==> config.mk <==
export PLATFORM = sky130hd
export DESIGN_NAME = dataSpaceRouter
export DESIGN_NICKNAME = d
export VERILOG_FILES = /design/src/rtl/dataSpacePkg.sv /design/src/rtl/regionDecode.sv /design/src/rtl/accessCtrl.sv /design/src/rtl/busDatapath.sv /design/src/rtl/dataSpaceRouter.sv
export SDC_FILE = /design/constraint.sdc
export NUM_CORES = 1
export LEC_CHECK = 0
export BUFFER_PORTS_ARGS = -buffer_cell sky130_fd_sc_hd__buf_2
export CAP_MARGIN = 20
export CORE_MARGIN = 5
export CORE_UTILIZATION = 51
export CTS_BUF_LIST = sky130_fd_sc_hd__clkbuf_2
export DETAILED_ROUTE_END_ITERATION = 10
export HOLD_SLACK_MARGIN = 0.12
export PLACE_DENSITY = 0.87
export SLEW_MARGIN = 20
export SYNTH_ARGS = -nofsm -noshare
export SYNTH_HDL_FRONTEND = slang
export SYNTH_HIERARCHICAL = 1
export SYNTH_SLANG_ARGS = --single-unit
==> constraint.sdc <==
create_clock -name clk -period 2.7 [get_ports clk]
set_input_delay 0.54 -clock clk [delete_from_list [all_inputs] [get_ports clk]]
set_output_delay 0.54 -clock clk [all_outputs]
set_load 0.03 [all_outputs]
==> src/rtl/dataSpacePkg.sv <==
package dataSpacePkg;

  // Commands from the access controller to the bus datapath
  typedef struct packed {
    logic take;    // latch the current request for an external bus cycle
    logic busOn;   // bus cycle in progress: drive the strobe
    logic grab;    // last strobe cycle: capture read data
    logic zeroRd;  // disabled external read: clear read data
  } busCmd_t;

  typedef enum logic [0:0] {
    ST_IDLE = 1'b0,
    ST_BUSY = 1'b1
  } accState_t;

endpackage

==> src/rtl/regionDecode.sv <==
module regionDecode #(
  parameter int ADDR_W    = 16,
  parameter int REG_CNT   = 32,
  parameter int STDIO_CNT = 64,
  parameter int EXTIO_CNT = 416,
  parameter int SRAM_CNT  = 8192
) (
  input  logic              clk,
  input  logic              rstN,
  input  logic              req,
  input  logic [ADDR_W-1:0] addr,
  output logic [3:0]        regionSel,
  output logic              extHit
);

  localparam int NWIN = 4;

  function automatic int edgeOf(input int k);
    int s;
    s = 0;
    if (k > 0) s += REG_CNT;
    if (k > 1) s += STDIO_CNT;
    if (k > 2) s += EXTIO_CNT;
    if (k > 3) s += SRAM_CNT;
    return s;
  endfunction

  localparam logic [ADDR_W:0] INT_END = (ADDR_W+1)'(edgeOf(NWIN));

  logic [ADDR_W:0]   wideAddr;
  logic [NWIN-1:0]   winHit;

  assign wideAddr = {1'b0, addr};

  for (genvar g = 0; g < NWIN; g++) begin : g_win
    localparam logic [ADDR_W:0] LO = (ADDR_W+1)'(edgeOf(g));
    localparam logic [ADDR_W:0] HI = (ADDR_W+1)'(edgeOf(g + 1));
    if (g == 0) begin : g_first
      assign winHit[g] = (wideAddr < HI);
    end else begin : g_rest
      assign winHit[g] = (wideAddr >= LO) && (wideAddr < HI);
    end
  end

  assign extHit    = (wideAddr >= INT_END);
  assign regionSel = req ? winHit : '0;


  onehot_region_chk: assert property (@(posedge clk) disable iff (!rstN)
    $onehot0(regionSel));


  ext_no_region_chk: assert property (@(posedge clk) disable iff (!rstN)
    extHit |-> (regionSel == '0));

endmodule

==> src/rtl/accessCtrl.sv <==
module accessCtrl
  import dataSpacePkg::*;
#(
  parameter int WAIT_W = 2
) (
  input  logic              clk,
  input  logic              rstN,
  input  logic              req,
  input  logic              wrEn,
  input  logic              extHit,
  input  logic              extEnable,
  input  logic [WAIT_W-1:0] waitSel,
  output busCmd_t           cmd,
  output logic              stall
);

  localparam int RUN_W = WAIT_W + 2;

  accState_t         state;
  logic [WAIT_W-1:0] waitLeft;
  logic [WAIT_W-1:0] wsQ;
  logic              idleNow;

  assign idleNow = (state == ST_IDLE);

  always_comb begin
    cmd        = '0;
    cmd.take   = idleNow && req && extHit && extEnable;
    cmd.zeroRd = idleNow && req && extHit && !extEnable && !wrEn;
    cmd.busOn  = (state == ST_BUSY);
    cmd.grab   = (state == ST_BUSY) && (waitLeft == '0);
  end

  always_ff @(posedge clk or negedge rstN) begin
    if (!rstN) begin
      state    <= ST_IDLE;
      waitLeft <= '0;
      wsQ      <= '0;
    end else begin
      case (state)
        ST_IDLE: begin
          if (cmd.take) begin
            state    <= ST_BUSY;
            waitLeft <= waitSel;
            wsQ      <= waitSel;
          end
        end
        ST_BUSY: begin
          if (waitLeft == '0) state <= ST_IDLE;
          else                waitLeft <= waitLeft - 1'b1;
        end
        default: state <= ST_IDLE;
      endcase
    end
  end

  assign stall = (state == ST_BUSY);

  // Checker: length of every stall run
  logic [RUN_W-1:0] stallRun;
  always_ff @(posedge clk or negedge rstN) begin
    if (!rstN)      stallRun <= '0;
    else if (stall) stallRun <= stallRun + 1'b1;
    else            stallRun <= '0;
  end


  stall_len_chk: assert property (@(posedge clk) disable iff (!rstN)
    (!stall && stallRun != '0) |-> (stallRun == ({2'b00, wsQ} + 1'b1)));


  ws_hold_chk: assert property (@(posedge clk) disable iff (!rstN)
    (stall && $past(stall)) |-> $stable(wsQ));

endmodule

==> src/rtl/busDatapath.sv <==
module busDatapath
  import dataSpacePkg::*;
#(
  parameter int ADDR_W = 16,
  parameter int DATA_W = 8
) (
  input  logic              clk,
  input  logic              rstN,
  input  busCmd_t           cmd,
  input  logic              wrEn,
  input  logic [ADDR_W-1:0] addr,
  input  logic [DATA_W-1:0] wrData,
  input  logic [DATA_W-1:0] extDataIn,
  output logic              extRdN,
  output logic              extWrN,
  output logic [ADDR_W-1:0] extAddr,
  output logic [DATA_W-1:0] extDataOut,
  output logic              extDataOe,
  output logic [DATA_W-1:0] rdData
);

  logic              wrQ;
  logic [ADDR_W-1:0] addrQ;
  logic [DATA_W-1:0] dataQ;
  logic [DATA_W-1:0] rdQ;

  always_ff @(posedge clk or negedge rstN) begin
    if (!rstN) begin
      wrQ   <= 1'b0;
      addrQ <= '0;
      dataQ <= '0;
    end else if (cmd.take) begin
      wrQ   <= wrEn;
      addrQ <= addr;
      dataQ <= wrData;
    end
  end

  always_ff @(posedge clk or negedge rstN) begin
    if (!rstN)                  rdQ <= '0;
    else if (cmd.grab && !wrQ)  rdQ <= extDataIn;
    else if (cmd.zeroRd)        rdQ <= '0;
  end

  assign extRdN     = !(cmd.busOn && !wrQ);
  assign extWrN     = !(cmd.busOn && wrQ);
  assign extDataOe  = cmd.busOn && wrQ;
  assign extAddr    = addrQ;
  assign extDataOut = dataQ;
  assign rdData     = rdQ;


  addr_steady_chk: assert property (@(posedge clk) disable iff (!rstN)
    (!(extRdN && extWrN) && $past(!(extRdN && extWrN))) |-> ($stable(extAddr) && $stable(extDataOut)));


  strobe_excl_chk: assert property (@(posedge clk) disable iff (!rstN)
    !(!extRdN && !extWrN));

endmodule

==> src/rtl/dataSpaceRouter.sv <==
module dataSpaceRouter
  import dataSpacePkg::*;
#(
  parameter int ADDR_W    = 16,
  parameter int DATA_W    = 8,
  parameter int WAIT_W    = 2,
  parameter int REG_CNT   = 32,
  parameter int STDIO_CNT = 64,
  parameter int EXTIO_CNT = 416,
  parameter int SRAM_CNT  = 8192
) (
  input  logic              clk,
  input  logic              rstN,
  input  logic              req,
  input  logic              wrEn,
  input  logic [ADDR_W-1:0] addr,
  input  logic [DATA_W-1:0] wrData,
  input  logic              extEnable,
  input  logic [WAIT_W-1:0] waitSel,
  output logic [3:0]        regionSel,
  output logic              stall,
  output logic [DATA_W-1:0] rdData,
  output logic              extRdN,
  output logic              extWrN,
  output logic [ADDR_W-1:0] extAddr,
  output logic [DATA_W-1:0] extDataOut,
  output logic              extDataOe,
  input  logic [DATA_W-1:0] extDataIn
);

  busCmd_t cmd;
  logic    extHit;

  regionDecode #(
    .ADDR_W(ADDR_W), .REG_CNT(REG_CNT), .STDIO_CNT(STDIO_CNT),
    .EXTIO_CNT(EXTIO_CNT), .SRAM_CNT(SRAM_CNT)
  ) i_regionDecode (
    .clk(clk), .rstN(rstN), .req(req), .addr(addr),
    .regionSel(regionSel), .extHit(extHit)
  );

  accessCtrl #(.WAIT_W(WAIT_W)) i_accessCtrl (
    .clk(clk), .rstN(rstN), .req(req), .wrEn(wrEn), .extHit(extHit),
    .extEnable(extEnable), .waitSel(waitSel), .cmd(cmd), .stall(stall)
  );

  busDatapath #(.ADDR_W(ADDR_W), .DATA_W(DATA_W)) i_busDatapath (
    .clk(clk), .rstN(rstN), .cmd(cmd), .wrEn(wrEn), .addr(addr),
    .wrData(wrData), .extDataIn(extDataIn), .extRdN(extRdN),
    .extWrN(extWrN), .extAddr(extAddr), .extDataOut(extDataOut),
    .extDataOe(extDataOe), .rdData(rdData)
  );


  internal_quiet_chk: assert property (@(posedge clk) disable iff (!rstN)
    (req && regionSel != '0) |-> (extRdN && extWrN && !stall));


  disabled_quiet_chk: assert property (@(posedge clk) disable iff (!rstN)
    (req && extHit && !extEnable && !stall) |=> (extRdN && extWrN && !stall));


  read_capture_chk: assert property (@(posedge clk) disable iff (!rstN)
    ($fell(stall) && $past(!extRdN)) |-> (rdData == $past(extDataIn)));

endmodule

==> results of run 1 <==
routing by layer:
layer / routed length (um) / global-route usage / vias to the layer above
met2: 1760 / 0.283 / 58
met1: 1400 / 0.204 / 567
met5: 0 / 0 / -
met4: 30 / 0.0329 / 0
met3: 408 / 0.0782 / 5
li1: - / - / 566
cell families (layout without fill, tap and decap cells):
logic type	Yosys count	count (layout)	share of synthesized area
buffers and inverters	12	92	0.0513
adder cells (fa/ha/maj)	1	1	0.00743
AND/OR/NAND/NOR	26	26	0.121
flip-flops	36	36	0.535
XOR/XNOR	1	1	0.00521
multiplexers	34	34	0.249
AO/OA/AOI/OAI	8	8	0.0305
worst max-delay path: cells and delay by family:
family	cells	cell delay (ps)
and+or+nand+nor	2	880
buffers and inverters	2	360
power by group:
| group | internal, mW | leakage, nW | switching (mW) | total, mW |
|---|---|---|---|---|
| Sequential | 0.811 | 0.433 | 0.149 | 0.960 |
| Combinational | 0.562 | 0.644 | 0.885 | 1.45 |
| Clock | 0.151 | 0.0380 | 0.171 | 0.323 |
through the flow:
step | cells | util | setup WS, ps
detailed placement | 234 | 0.665 | 215
floorplan | 118 | - | 193
global route | 242 | 0.685 | 319
global placement | 234 | 0.665 | 304
finish | 242 | 0.685 | 378
CTS | 242 | 0.685 | 382
registers in the layout, indices dropped and copies added, names as in the netlist:
signal	cells
i_accessCtrl/stall	1
i_busDatapath/wrQ	1
i_busDatapath/rdData	8
i_busDatapath/extAddr	16
i_busDatapath/extDataOut	8
i_accessCtrl/waitLeft	2
worst max path at each step:
stage / from / to / slack, ps / cells past startpoint
global placement: addr[12] / i_busDatapath/extAddr[4]$_DFFE_PN0P_ / 300 / 6
global route: addr[15] / regionSel[1] / 320 / 4
finish: addr[15] / regionSel[1] / 380 / 4
detailed placement: addr[12] / i_accessCtrl/waitLeft[1]$_DFFE_PN0P_ / 220 / 7
floorplan: addr[12] / regionSel[2] / 190 / 3
CTS: addr[15] / regionSel[1] / 380 / 4
final cells by class:
type	count	area, um^2
Clock buffer	5	25.0
Clock inverter	3	37.5
Fill cell	256	976
Inverter	6	22.5
Multi-Input combinational cell	70	696
Sequential cell	36	901
Tap cell	44	55.1
Timing Repair Buffer	78	390
layout by cell type (no fill, tap or decap), types with 3 or more instances in the layout:
cell type  instances
buf_2             78
dfrtp_1           36
inv_1              5
nand2_1            3
clkbuf_2           5
nor2b_1            5
mux2_4            10
and2b_1            3
mux2_2            23
==> flow_summary.ini, run 1 <==
[run_status]
status = complete, no violations

[die]
rows = 20
die_y_um = 67.4
ios = 79
start_util = 0.542
floorplan.die_area_mm2 = 0.00455
coreArea_mm2 = 0.00310
die_w_um = 67.4

[sta]
whs_ps = 210
fin_crit_sh = 0.860
layout_min_cycle_time_ps = 2320
worst_pin_slew_ps = 767
maxSlewViolCount = 0
fin_setup_tns_ps = 0
rsz0062_at_grt = no
slew-limit-headroom = 0.485
hold_violations = 0
finalSetupViolCount = 0
clock.fmax_mhz = 431
skew_ps = 13.0

[placement]
io_buffers = 78
gp_congestion = 0.702
dp.final_hpwl_um = 2810
postPlaceCellArea_mm2 = 0.00206

[global_route]
grt_pass1_wl_um = 5760
grt_max_degree = 37
grt_pass1_vias = 1251
antenna_found_initial = 0
gr-total-overflow = 0
grt_usage = 0.170

[min_path]
min_path_type = primary input to asynchronous set/reset pin

[yosys]
synth_cell_type_count = 31
yosysMostFrequentCell = dfrtp_1
syn-num-nets = 158
ys_seq_area_frac = 0.535
synth_top_area_share = 0.535
synthCells = 118
synthTopCellsByArea = dfrtp_1 54%, mux2_2 15%, mux2_4 8.9%
synth_common_cells = 36 x dfrtp_1, 23 x mux2_2, 10 x mux2_4
ys_warn_count = 6
synth-main-ff-cell = dfrtp_1
synth_area_mm2 = 0.00168
synth-edff-count = 0
synth_top_area_cell = dfrtp_1
synthArstFlopShare = 1.00
ys_seq_elements = 36
syn_area_per_cell_um2 = 14.3

[critical_path]
cp.arrival_ps = 1780
endpoint_kind = output pin
ff2ff_setup_slack_ps = 800
worstPathRequired_ps = 2160
slowest_delay_ps = 590
critPathMaxFanout = 4
slowest_stage = or4b_1
r2r_cells = 4
crit_top_cell = buf_2
reg2reg_from = i_accessCtrl/stall$_DFF_PN0_
critPathLaunchType = primary input
r2r_end = i_busDatapath/rdData[4]$_DFFE_PN0P_
path_cells = buf_2 > or4b_1 > nor4b_2 > buf_2
crit_type = primary input to output pin

[cts]
clockBufferDepth = 2
cts_tree = built
cts_root_buf = clkbuf_2
htree_levels = 2
postCtsResizedCells = 0
clk_pin_slew_ps = 180
cts.sinks = 36
cts_buffers = 5
postCtsHoldBufs = 0
cts_setup_buffers = 0
clock_latency_ps = 380

[routing]
wl_per_cell_um = 14.9
wl_um = 3600
drtIter0Drc = 24
drt_first_pass_iters = 4
ant_nets = 0
routed_via_density = 4.94
drc = 0
via_count = 1196

[power]
ir_worst_vdd_mv = 0.694
fin_total_pwr_mw = 2.73
powerDensity_mw_per_mm2 = 1280
p_leak_nw = 1.11

[layout]
fin_nets = 237
final_layout_size_suffix_gt1_frac = 0.621
antenna_cells = 0
syn2layout_area_growth_pct = 26.4
final_area_mm2 = 0.00213

[run]
cap_viol_max_count = 0
Power figures use the tool's default switching activity.
==> run 2, diff against run 1 <==
- CORE_UTILIZATION: 51 -> 43
- PLACE_DENSITY: 0.87 -> 0.78
- clock period: 2.7 -> 1.9 ns (I/O delays scaled with it)
==> run 2 against run 1 <==
Against the previous run: the run now ends with negative setup slack left; utilization decreased by 5.6 points; worst hold slack about the same; global-route usage decreased by 1.9 points; setup slack got worse by 390 ps; flip-flop and latch count unchanged; clock-buffer cell count unchanged; sequential power increased by 40%; critical path type unchanged; critical endpoint unchanged.
==> flow_summary.ini, run 2 (synthesis gave the netlist of run 1 again) <==
[critical_path]
reg2reg_from = i_accessCtrl/stall$_DFF_PN0_
critPathLaunchType = primary input
cp.arrival_ps = 1530
endpoint_kind = output pin
critPathMaxFanout = 4
crit_type = primary input to output pin
ff2ff_setup_slack_ps = 460
worstPathRequired_ps = 1520
crit_path_end = regionSel[1]
r2r_cells = 5
r2r_end = i_busDatapath/extAddr[9]$_DFFE_PN0P_
crit_start = addr[13]

[layout]
final_common_cell = buf_2
regArea_um2 = 901
antenna_cells = 0
multiInputGateArea_um2 = 717
final_layout_size_suffix_gt1_frac = 0.656
syn2layout_area_growth_pct = 39.0
fillers = 312
final_cell_mix = 70 x buf_2, 36 x dfrtp_1, 22 x mux2_2
fin_nets = 248
largest_register_ffs = 16

[sta]
fin_crit_sh = 1.01
worst_pin_slew_ps = 445
slew-limit-headroom = 0.703
whs_ps = 211
maxSlewViolCount = 0
fin_setup_tns_ps = -13.6
finalSetupViolCount = 1
skew_ps = 15.2
worst_slack_ps = -13.6
hold_violations = 0
layout_min_cycle_time_ps = 1910
rsz0062_at_grt = yes
clock.fmax_mhz = 523

[placement]
io_buffers = 78
dp.final_hpwl_um = 2880
post-place-ws_ps = -188
gp_congestion = 0.828

[cts]
cts_root_buf = clkbuf_2
clock_latency_ps = 380
clockBufferDepth = 2
clk_pin_slew_ps = 190
cts_tree = built
cts_buffers = 5
htree_levels = 2
cts_setup_buffers = 0
cts.sinks = 36

[routing]
wl_per_cell_um = 14.8
ant_nets = 0
drc = 0
routed_via_density = 4.89
drtIter0Drc = 46
wl_um = 3800
drt_first_pass_iters = 4
via_count = 1256

[die]
floorplan.die_area_mm2 = 0.00526
rows = 22
coreArea_mm2 = 0.00372
start_util = 0.453
die_y_um = 72.6
ios = 79
die_w_um = 72.6

[min_path]
min_path_type = primary input to flop

[global_route]
grt_pass1_wl_um = 6110
grt_usage = 0.151
gr-total-overflow = 0
antenna_found_initial = 0
grt_max_degree = 37
grt_pass1_vias = 1342

[power]
ir_worst_vdd_mv = 0.766
fin_total_pwr_mw = 4.21
p_leak_nw = 1.23
powerDensity_mw_per_mm2 = 1800

[run]
cap_viol_max_count = 0

[run_status]
status = finished with violations
violations = negative setup slack
[run 2: layout make-up]
cell class              count  area share
repair buffers             89       0.224
flip-flops and latches     36       0.385
multi-input cells          70       0.307
clock buffers               5      0.0107
clock inverters             3      0.0385
well taps                  48      0.0257
inverters                   6     0.00963
[run 2: worst min-delay path by stage]
stage,startpoint,to,slack [ps],depth (start not counted)
finish,addr[4],i_busDatapath/extAddr[4]$_DFFE_PN0P_,210,2
global route,addr[0],i_busDatapath/extAddr[0]$_DFFE_PN0P_,140,2
CTS,addr[0],i_busDatapath/extAddr[0]$_DFFE_PN0P_,170,2
detailed placement,rstN,i_busDatapath/extDataOut[7]$_DFFE_PN0P_,440,2
global placement,rstN,i_busDatapath/extDataOut[7]$_DFFE_PN0P_,450,2
floorplan,rstN,i_accessCtrl/stall$_DFF_PN0_,80,0
[run 2: report_power, final]
part	internal [mW]	leakage [nW]	switching, mW
Clock	0.487	0.0632	0.256
Sequential	1.15	0.433	0.184
Combinational	0.852	0.730	1.28
[run 2: worst max-delay path: stages]
cell and delay [ps]:
buf_6 90, or4b_4 570, nor4b_4 290, buf_4 200
[run 2: stage by stage]
stage	cell area [um^2]	util	std cells
floorplan	1700	-	118
global placement	2170	0.585	249
detailed placement	2170	0.585	249
CTS	2310	0.622	257
global route	2340	0.629	257
finish	2340	0.629	257
[run 2: layer usage]
metal / global-route usage / part of all wire / vias to the layer above
li1: - / - / 595
met4: 0.0615 / 0.018 / 0
met5: 0 / 0 / -
met1: 0.181 / 0.42 / 603
met2: 0.245 / 0.47 / 52
met3: 0.0540 / 0.099 / 6
[run 2: timing repair]
| action | in CTS | in global routing |
|---|---|---|
| hold endpoints to repair | 36 | 0 |
| pin swaps | 3 | 1 |
| setup endpoints to repair | 4 | 4 |
| hold buffers | 1 | 0 |
| gates resized for setup | 4 | 8 |
==> run 3, diff against run 2 <==
--- a/config.mk
+++ b/config.mk
@@ -10,3 +10,3 @@
 export CORE_MARGIN = 5
-export CORE_UTILIZATION = 43
+export CORE_UTILIZATION = 51
 export CTS_BUF_LIST = sky130_fd_sc_hd__clkbuf_2
@@ -14,3 +14,3 @@
 export HOLD_SLACK_MARGIN = 0.12
-export PLACE_DENSITY = 0.78
+export PLACE_DENSITY = 0.87
 export SLEW_MARGIN = 20
==> constraint.sdc (replaced) <==
create_clock -name clk -period 2.3 [get_ports clk]
set_input_delay 0.46 -clock clk [delete_from_list [all_inputs] [get_ports clk]]
set_output_delay 0.46 -clock clk [all_outputs]
set_load 0.05 [all_outputs]
==> run 3 against run 2 <==
Against the previous run: the run now ends clean; worst hold slack better by 72 ps; die area down 14%; total power down 12%; critical path depth up 1; flip-flop and latch count unchanged; setup slack better by 86 ps; sequential share of layout area up 2.2 points; via count down 1.2%; clock power down 48%; sequential power down 16%.
==> flow_summary.ini, run 3 (synthesis gave the netlist of run 1 again) <==
[run_status]
status = complete, no violations

[sta]
rsz0062_at_grt = no
hold_violations = 0
finalSetupViolCount = 0
worst_slack_ps = 72.1
maxSlewViolCount = 0
fin_crit_sh = 0.969
clock.fmax_mhz = 449
worst_pin_slew_ps = 789
slew-limit-headroom = 0.470
fin_setup_tns_ps = 0
layout_min_cycle_time_ps = 2230
skew_ps = 17.7

[global_route]
antenna_found_initial = 0
grt_pass1_vias = 1290
grt_util_met3 = 0.0616
grt_max_degree = 37
grt_pass1_wl_um = 5680
grt_use_met2 = 0.302
grt_usage = 0.170
grtUsageMet1 = 0.192
gr-total-overflow = 0
busiest_layer = met2

[critical_path]
endpoint_kind = output pin
worstPathRequired_ps = 1840
crit_start = addr[12]
cp.arrival_ps = 1770
critPathLaunchType = primary input
r2r_end = i_busDatapath/rdData[0]$_DFFE_PN0P_
reg2reg_from = i_accessCtrl/stall$_DFF_PN0_
ff2ff_setup_slack_ps = 390
critPathMaxFanout = 3
crit_type = primary input to output pin
r2r_cells = 4

[layout]
largest_register_ffs = 16
fin_nets = 244
antenna_cells = 0
final_layout_size_suffix_gt1_frac = 0.654
final_core_util = 0.712
final_cell_mix = 77 x buf_2, 36 x dfrtp_1, 23 x mux2_2
final_common_cell = buf_2
syn2layout_area_growth_pct = 31.3

[routing]
drt_first_pass_iters = 4
via_count = 1241
ant_nets = 0
wl_um = 3630
drtIter0Drc = 44
drc = 0
routed_via_density = 4.98
wl_per_cell_um = 14.6

[power]
ir_worst_vdd_mv = 1.04
powerDensity_mw_per_mm2 = 1680
p_leak_nw = 1.15
fin_total_pwr_mw = 3.72

[die]
coreArea_mm2 = 0.00310
rows = 20
start_util = 0.542
ios = 79
floorplan.die_area_mm2 = 0.00455
die_w_um = 67.4
die_y_um = 67.4

[cts]
cts_setup_buffers = 0
cts_root_buf = clkbuf_2
cts_tree = built
htree_levels = 2
clock_latency_ps = 390
clk_pin_slew_ps = 190
cts_buffers = 5
clockBufferDepth = 2
cts.sinks = 36

[placement]
gp_congestion = 0.700
io_buffers = 78
post-place-ws_ps = -19.3
dp.final_hpwl_um = 2920

[min_path]
hold_path_depth = 2
holdCritStartpoint = extDataIn[4]
min_path_type = primary input to flop
hold_end = i_busDatapath/rdData[4]$_DFFE_PN0P_

[run]
cap_viol_max_count = 0
run 3: changes by cell type in the layout (fill, tap and decap cells not counted), sizes merged:
cell    change
clkbuf      +1
clkinv      +1
bufinv      -2
buf         -4
run 3: how the worst max path moves through the flow:
stage                                                       to  slack, ps  depth (start not counted)
final                                             regionSel[1]         70                          5
after global routing                              regionSel[1]         10                          5
after CTS                                         regionSel[1]         20                          5
after detailed placement  i_busDatapath/extAddr[4]$_DFFE_PN0P_        -20                          6
after global placement                            regionSel[1]         30                          5
after floorplan                                   regionSel[2]          1                          3
run 3: final cells by class:
class | instances | area (um^2)
sequential | 36 | 901
clock buffer | 6 | 30.0
clock inverter | 2 | 35.0
multi-input combinational | 70 | 718
fill | 233 | 893
tap | 44 | 55.1
timing repair buffer | 85 | 448
inverter | 6 | 22.5
run 3: power breakdown:
group | internal [mW] | leakage (nW) | total (mW) | switching, mW
sequential | 0.951 | 0.433 | 1.12 | 0.167
combinational | 0.668 | 0.679 | 2.22 | 1.55
clock | 0.187 | 0.0430 | 0.387 | 0.200
run 3: metal layers:
layer	up-vias	wire length [um]
met1	593	1440
met4	0	38
met2	58	1810
met3	6	344
met5	-	0
li1	584	-
run 3: worst max-delay path, cell delays in order:
cell and delay [ps]:
buf_2 100, or4_4 540, buf_4 170, nor4b_4 260, buf_4 230
run 3: what timing repair did:
action,in CTS,in global routing
gates resized for setup,0,2
setup endpoints to repair,0,1
hold buffers,1,0
endpoints found under the hold margin,11,0
run 3: through the flow:
step	instances	hold WS, ps	instance area (um^2)
after global routing	249	249	2210
after floorplan	118	164	1710
after CTS	249	255	2210
final	249	283	2210
after detailed placement	240	491	2130
after global placement	240	484	2130
